===== src/rtl/mpage_remap_pkg.sv =====
package mpage_remap_pkg;
   typedef enum logic [1:0] {
      UPD_NOP     = 2'b00,
      UPD_INSTALL = 2'b01,
      UPD_DROP    = 2'b10,
      UPD_FLUSH   = 2'b11
   } upd_op_e;
endpackage


===== src/rtl/mpage_cam_entry.sv =====
module mpage_cam_entry #(
   parameter int KEY_W  = 22,
   parameter int SLOT_W = 12
) (
   input  logic              clk,
   input  logic              rst_n,
   input  logic              wr_en,
   input  logic              clr_en,
   input  logic [KEY_W-1:0]  wr_key,
   input  logic [SLOT_W-1:0] wr_slot,
   input  logic [KEY_W-1:0]  lk_key,
   output logic              ent_valid,
   output logic              lk_match,
   output logic              up_match,
   output logic [SLOT_W-1:0] ent_slot
);
   logic [KEY_W-1:0] ent_key;

   always_ff @(posedge clk) begin
      if (!rst_n) begin
         ent_valid <= 1'b0;
         ent_key   <= '0;
         ent_slot  <= '0;
      end else if (wr_en) begin
         ent_valid <= 1'b1;
         ent_key   <= wr_key;
         ent_slot  <= wr_slot;
      end else if (clr_en) begin
         ent_valid <= 1'b0;
      end
   end

   assign lk_match = ent_valid && (ent_key == lk_key);
   assign up_match = ent_valid && (ent_key == wr_key);
endmodule


===== src/rtl/mpage_remap_table.sv =====
module mpage_remap_table
   import mpage_remap_pkg::*;
#(
   parameter int KEY_W   = 22,
   parameter int SLOT_W  = 12,
   parameter int ENTRIES = 16
) (
   input  logic              clk,
   input  logic              rst_n,
   input  logic              upd_valid,
   input  upd_op_e           upd_op,
   input  logic [KEY_W-1:0]  upd_key,
   input  logic [SLOT_W-1:0] upd_slot,
   input  logic [KEY_W-1:0]  lk_key,
   output logic              lk_hit,
   output logic [SLOT_W-1:0] lk_slot
);
   logic [ENTRIES-1:0] valid_v, lk_v, up_v, wr_v, clr_v, free_v, free_first;
   logic [SLOT_W-1:0]  slot_a [ENTRIES];
   logic               do_install;

   generate
      for (genvar i = 0; i < ENTRIES; i++) begin : g_ent
         mpage_cam_entry #(.KEY_W(KEY_W), .SLOT_W(SLOT_W)) u_ent (
            .clk      (clk),
            .rst_n    (rst_n),
            .wr_en    (wr_v[i]),
            .clr_en   (clr_v[i]),
            .wr_key   (upd_key),
            .wr_slot  (upd_slot),
            .lk_key   (lk_key),
            .ent_valid(valid_v[i]),
            .lk_match (lk_v[i]),
            .up_match (up_v[i]),
            .ent_slot (slot_a[i])
         );
      end
   endgenerate

   // lowest free entry, isolated by two's complement
   assign free_v     = ~valid_v;
   assign free_first = free_v & (~free_v + 1'b1);
   assign do_install = upd_valid && (upd_op == UPD_INSTALL);

   always_comb begin
      wr_v  = '0;
      clr_v = '0;
      if (do_install) begin
         wr_v = (|up_v) ? up_v : free_first;
      end
      if (upd_valid && upd_op == UPD_DROP)  clr_v = up_v;
      if (upd_valid && upd_op == UPD_FLUSH) clr_v = '1;
   end

   always_comb begin
      lk_slot = '0;
      for (int i = 0; i < ENTRIES; i++) begin
         if (lk_v[i]) lk_slot = lk_slot | slot_a[i];
      end
   end

   assign lk_hit = |lk_v;
endmodule


===== src/rtl/mpage_remap.sv =====
module mpage_remap
   import mpage_remap_pkg::*;
#(
   parameter int ADDR_W  = 32,
   parameter int OFS_W   = 10,
   parameter int SLOT_W  = 12,
   parameter int ENTRIES = 16,
   localparam int KEY_W  = ADDR_W - OFS_W,
   localparam int BASE_W = ADDR_W - OFS_W - SLOT_W
) (
   input  logic              clk,
   input  logic              rst_n,
   input  logic [BASE_W-1:0] cfg_base,
   input  logic              req_valid,
   output logic              req_ready,
   input  logic [ADDR_W-1:0] req_addr,
   output logic              rsp_valid,
   output logic [ADDR_W-1:0] rsp_addr,
   output logic              rsp_hit,
   output logic              rsp_err,
   input  logic              upd_busy,
   input  logic              upd_valid,
   input  logic [1:0]        upd_op,
   input  logic [KEY_W-1:0]  upd_key,
   input  logic [SLOT_W-1:0] upd_slot
);
   generate
      if (ENTRIES < 2 || BASE_W < 1 || OFS_W < 1) begin : g_bad_cfg
         $error("mpage_remap: illegal parameter combination");
      end
   endgenerate

   logic              accept, in_region, tbl_hit, use_map;
   logic [SLOT_W-1:0] tbl_slot;

   assign req_ready = !upd_busy && !upd_valid;
   assign accept    = req_valid && req_ready;
   assign in_region = (req_addr[ADDR_W-1 -: BASE_W] == cfg_base);
   assign use_map   = tbl_hit && !in_region;

   mpage_remap_table #(.KEY_W(KEY_W), .SLOT_W(SLOT_W), .ENTRIES(ENTRIES)) u_tbl (
      .clk      (clk),
      .rst_n    (rst_n),
      .upd_valid(upd_valid),
      .upd_op   (upd_op_e'(upd_op)),
      .upd_key  (upd_key),
      .upd_slot (upd_slot),
      .lk_key   (req_addr[ADDR_W-1:OFS_W]),
      .lk_hit   (tbl_hit),
      .lk_slot  (tbl_slot)
   );

   always_ff @(posedge clk) begin
      if (!rst_n) begin
         rsp_valid <= 1'b0;
         rsp_addr  <= '0;
         rsp_hit   <= 1'b0;
         rsp_err   <= 1'b0;
      end else begin
         rsp_valid <= accept;
         if (accept) begin
            rsp_err  <= in_region;
            rsp_hit  <= use_map;
            rsp_addr <= use_map ? {cfg_base, tbl_slot, req_addr[OFS_W-1:0]} : req_addr;
         end
      end
   end
endmodule


===== config.mk =====
export PLATFORM = sky130hd
export DESIGN_NAME = mpage_remap
export DESIGN_NICKNAME = d
export VERILOG_FILES = /design/src/rtl/mpage_remap_pkg.sv /design/src/rtl/mpage_cam_entry.sv /design/src/rtl/mpage_remap_table.sv /design/src/rtl/mpage_remap.sv
export SDC_FILE = /design/constraint.sdc
export NUM_CORES = 2
export LEC_CHECK = 0
export BUFFER_PORTS_ARGS = -buffer_cell sky130_fd_sc_hd__buf_2
export CAP_MARGIN = 40
export CORE_ASPECT_RATIO = 2
export CORE_UTILIZATION = 42
export DETAILED_ROUTE_END_ITERATION = 12
export GPL_ROUTABILITY_DRIVEN = 0
export PLACE_DENSITY = 0.64
export SLEW_MARGIN = 40
export SYNTH_ARGS = -nofsm -noshare
export SYNTH_HDL_FRONTEND = slang
export SYNTH_SLANG_ARGS = --single-unit

===== constraint.sdc =====
create_clock -name clk -period 2.5 [get_ports clk]
set_input_delay 0.125 -clock clk [delete_from_list [all_inputs] [get_ports clk]]
set_output_delay 0.125 -clock clk [all_outputs]
set_load 0.01 [all_outputs]

---- Word-level counts from Yosys, hierarchy flattened ----
Index checks and enable logic that the tools add are counted.
operators by class
  mux-type cells .......................... 53
  bitwise operators ....................... 18
  equal/unequal tests ..................... 36
  add/subtract/negate cells ............... 1
  reductions and logical operators ........ 59
operators by type and width
  cell                                                              number
  22-bit == test                                                    32
  12-bit two-way mux                                                16
  12-bit bitwise OR                                                 15
  16-bit two-way mux                                                4
  1-bit logical AND                                                 38
  1-bit two-way mux                                                 32
  32-bit two-way mux                                                1
  16-bit NOT                                                        2
  2-bit nonzero test                                                16
  16-bit OR reduction                                               2
  16-bit by 1-bit adder with 16-bit output (second input constant)  1
  16-bit bitwise AND                                                1
  10-bit == test                                                    1
  2-bit == test (second input constant)                             2
  1-bit logical NOT                                                 3
  2-bit by 1-bit == test with 1-bit output (second input constant)  1
word-level totals
  input bits .............................. 83
  bits in registers ....................... 595
  word-level logic and storage cells ...... 219
  output and inout bits ................... 36

---- Depth between registers and ports, before layout ----
  depth after elaboration ................. 34
  mapped depth ............................ 13
  gate-level depth less buffers ........... 9

---- By module ----
From an unflattened synthesis, not the netlist that was laid out.
second synthesis, totals
  cells, all modules ...................... 3203
  area total of the unflattened synthesis .. 32454.9 um^2
modules (own cells, without submodules)
  module             seq. area each (um^2)  area an instance (um^2)  cells an instance  instances
  mpage_cam_entry    700.7                  1799.2                   172                16
  mpage_remap        700.7                  2102.0                   225                1
  mpage_remap_table  0.0                    1565.3                   226                1

---- Worst setup path after synthesis ----
Ideal clock, no wire load.
  path type ............................... register -> register
  from .................................... register u_tbl.g_ent[9].u_ent.ent_key[1]
  to ...................................... register u_tbl.g_ent[6].u_ent.ent_valid
  setup slack ............................. 0.037 ns
  path buffers ............................ 2
  period minus slack after synthesis ...... 2.463 ns
  required time ........................... 2.385 ns
  stages on the path, launching flop included .. 11
  library setup time ...................... 0.115 ns
  arrival time ............................ 2.349 ns
  path through ............................ dfxtp_1 xnor2_1 nand2_1 or3b_1 or4_1 nand4_1 nor3_2 a32o_1 buf_6 buf_8 o21a_1
between the ends
  cells in the longest elaborated chain, start to end .. 6
  elaborated cells between the ends (all ways) .. 7
  classes of those cells .................. eq/ne (1); mux (3); reduce/logical (3)
RTL lines
  what                                                            RTL line                 text
  start: declaration                                              mpage_cam_entry.sv:17    logic [KEY_W-1:0] ent_key;
  start signal: assignment                                        mpage_cam_entry.sv:26    ent_key <= wr_key;
  22-bit == test (*)                                              mpage_cam_entry.sv:34    assign up_match = ent_valid && (ent_key == wr_key);
  1-bit logical AND (*)                                           mpage_cam_entry.sv:34
  16-bit OR reduction (*)                                         mpage_remap_table.sv:49  wr_v = (|up_v) ? up_v : free_first;
  16-bit two-way mux (*)                                          mpage_remap_table.sv:49
  16-bit two-way mux (*)                                          mpage_remap_table.sv:48  if (do_install) begin
  1-bit two-way mux / 2-bit nonzero test (equally long branches)  -
  end signal: assignment                                          mpage_cam_entry.sv:21    ent_valid <= 1'b0;
  end signal: assignment                                          mpage_cam_entry.sv:25    ent_valid <= 1'b1;
  end signal: assignment                                          mpage_cam_entry.sv:29    ent_valid <= 1'b0;
  end: declaration                                                mpage_cam_entry.sv:12    output logic ent_valid,
Every way passes the cells marked *; elsewhere a longest branch is shown, timed or not.
A chain may end at the register's enable or synchronous reset.

---- Worst setup path in the final report ----
  from .................................... register u_tbl.g_ent[15].u_ent.ent_key[10]
  to ...................................... register u_tbl.g_ent[12].u_ent.ent_key[9]
between the ends
  cells in the longest elaborated chain, start to end .. 5
RTL lines
  what                      RTL line
  start: declaration        mpage_cam_entry.sv:17
  start signal: assignment  mpage_cam_entry.sv:26
  22-bit == test            mpage_cam_entry.sv:34
  1-bit logical AND         mpage_cam_entry.sv:34
  16-bit OR reduction       mpage_remap_table.sv:49
  16-bit two-way mux        mpage_remap_table.sv:49
  16-bit two-way mux        mpage_remap_table.sv:48
  end signal: assignment    mpage_cam_entry.sv:26
  end: declaration          mpage_cam_entry.sv:17
Every way passes these cells.

==> metrics.txt <==
outcome=complete, but fails checks; failing checks=setup timing; mux cell area share after synthesis=16.7%; largest family of logic cells by synthesized area=XOR/XNOR gates; critical path class=flip-flop to flip-flop; initial antenna violation count=4; Seq/Total Area, Yosys=36.5%; Synth area leaders=dfxtp_1, mux2i_1, xor2_1; cells after synthesis=around 3.5k; RSZ-0062 raised after global routing=true; Leakage=around 0.018 uW; crit path buf inv count=3; gr usage total=38.3%; Avg Cell Area, Syn=9.25 um^2; final worst path period share=120%; via count=between 30k and 40k; dominant synthesized flop cell=dfxtp_1; Setup Skew=just over 0.05 ns; PortBufs=between 100 and 150; Synth area leader=dfxtp_1; Worst-path clk slew=about 0.070 ns; largest net degree at the start of global routing=around 90; pwr/cell area=between 400 and 500 nW/um^2; Max Buffers Root-to-Sink=3; Unique masters post-synth=61; Hold Fails Final Rpt=0; Post-Synth Adder-Cell Area=0%; Compound-Gate Fraction of Synth Area=about 4.8%; die height=396 um; top cells by count, synth=nand2_1, dfxtp_1, mux2i_1, xor2_1, xnor2_1; boundary pin count=119; CTS tree=built; total CTS buffers=53; most numerous cell in the Yosys netlist=nand2_1; Peak supply drop=between 500 and 600 uV; core area=just under 80000 um^2; setup tns final=-188.93 ns; WL/cell=roughly 30 um; critical path peak fanout=7; cell family with most CP delay=simple AND/OR/NAND/NOR gates; post-DP HPWL=105000 um; FMAX=approximately 330 MHz; slowest stage cell, crit path=or4_4; Synthesis Warnings=0; count of pins over their slew limit=0; Synth Area in Simple Gates=between 10% and 20%; Final min period=roughly 3 ns; hold_ws=between 0.07 and 0.08 ns; CTS H-Tree Depth=2; Die X=around 200 um; syn nets=~3.6k; CP Launch Type=flip-flop; vias per inst=just over 6; DRC=0; Slew @ Worst Pin=between 0.7 and 0.8 ns; Post-synth EDFFs=0; Final ANT Viol Nets=0; die area=a little under 80000 um^2; Area Growth Syn to Fin=36.5%; Worst Hold Class=input pin to flip-flop; initial drt markers=about 3.4k; Synth top area share=between 30% and 40%; Starting Density=42.4%; Critical Path AT=3.57 ns; Site Rows=around 140; final net count=4296; max_cap viols=0; CP peak stage delay=just under 0.6 ns; pre-CTS setup slack=-0.912 ns; Post-Synth XOR/XNOR Area=between 10% and 20%; layout cells sized above 1=between 20% and 30%; PnR worst setup slack=-0.496 ns; clock insertion delay at the later pin of the skew report=0.65 ns; setup violators final=just under 600; FF+latch count, synth=about 600; first-pass iteration count of the detailed router=7; Async SR Flop Fraction=0%; total gr overflow=0; relative slew slack=47.8%; Sink Count=595; final wirelength=157000 um; Cell Chain, Critical Path=xnor2_2 > nand2_1 > or3b_1 > or4_4 > nand4_1 > nor3_4 > buf_6 > a32oi_4 > buf_8 > buf_12 > mux2i_1; Synth Cell Area=between 30000 and 40000 um^2; clock root cell=clkbuf_16; first-pass GRT wire length=215000 um; vias in the first global route=roughly 31k; CP Data Required Time=3.07 ns; Critical Path End Type=flip-flop
==> kinds of logic after synthesis <==
group / count (synthesis)
mux: 544
xor+xnor: 714
buf+inv: 295
flops: 595
compound gates: 202
simple gates: 1176
==> cell usage in the layout (no fill, tap or decap), types with 36 or more instances in the layout <==
cell type,n
nor4_1,110
nand4_1,98
dfxtp_2,37
nor2_1,37
xnor2_1,206
buf_4,574
buf_12,128
mux2i_1,543
buf_6,42
dfxtp_1,553
nand3_1,36
nand2_1,679
a22oi_1,44
buf_2,117
clkbuf_16,72
xor2_1,455
==> layout make-up <==
class	count	area [um^2]
Fill cell	6475	32400
Multi-Input combinational cell	2636	20300
Sequential cell	595	12000
Timing Repair Buffer	922	9020
Clock buffer	74	1550
Tap cell	1022	1280
Clock inverter	26	342
Inverter	5	35.0
Antenna cell	2	5.00
==> worst register-to-register path, delay by kind of cell, from the launching register on <==
family | cells | cell delay [ns]
xor gates and xnor gates | 1 | 0.17
DFF | 1 | 0.37
and+or+nand+nor | 5 | 1.33
buffers and inverters | 3 | 0.56
AOI/OAI and AO/OA | 1 | 0.29
muxes | 1 | 0.22
==> report_power, final <==
part / leakage [uW] / switching (uW) / internal [uW]
clock: 0.000927 / 4120 / 4890
combinational: 0.0126 / 1930 / 1140
sequential: 0.00482 / 33.1 / 9510
==> final timing paths <==
kind                                                   startpoint                                to  slack (ns)  depth (start not counted)
worst min register to register                       rsp_addr[10]                      rsp_addr[10]        0.45                          2
worst max-delay path            u_tbl.g_ent[15].u_ent.ent_key[10]  u_tbl.g_ent[12].u_ent.ent_key[9]       -0.50                         11
worst max register to register  u_tbl.g_ent[15].u_ent.ent_key[10]  u_tbl.g_ent[12].u_ent.ent_key[9]       -0.50                         11
worst min-delay path                                 req_addr[29]                      rsp_addr[29]        0.08                          5
==> flip-flops by register name, indices dropped and copies added, names as in the netlist <==
| name | flops |
|---|---|
| u_tbl.g_ent.u_ent.ent_key | 352 |
| rsp_valid | 1 |
| u_tbl.g_ent.u_ent.ent_slot | 192 |
| rsp_hit | 1 |
| rsp_err | 1 |
| rsp_addr | 32 |
| u_tbl.g_ent.u_ent.ent_valid | 16 |
==> through the flow <==
| step | utilization, % | cells | cell area [um^2] | total power [uW] |
|---|---|---|---|---|
| after floorplan | - | 3526 | 32600 | 11000 |
| after global placement | 51.7 | 5085 | 39700 | 12500 |
| after detailed placement | 51.7 | 5085 | 39700 | 12500 |
| after CTS | 56.1 | 5236 | 43200 | 21400 |
| after global routing | 57.8 | 5280 | 44500 | 22000 |
| final | 57.8 | 5282 | 44500 | 21600 |
==> routing by layer <==
layer	GRT usage (%)	vias to the layer above	wire, um
li1	-	13400	-
met1	39.7	15400	50100
met2	60.2	2217	69500
met3	10.2	1100	16700
met4	39.7	6	21000
met5	0	-	46
==> repair_timing <==
action	in CTS	in global routing
resized for setup	199	111
setup buffers	27	27
pin swaps	44	45
hold buffers	25	0
endpoints found under the setup margin	583	583
cloned	7	25
endpoints found under the hold margin	58	0
(Power assumes the default switching activity.)
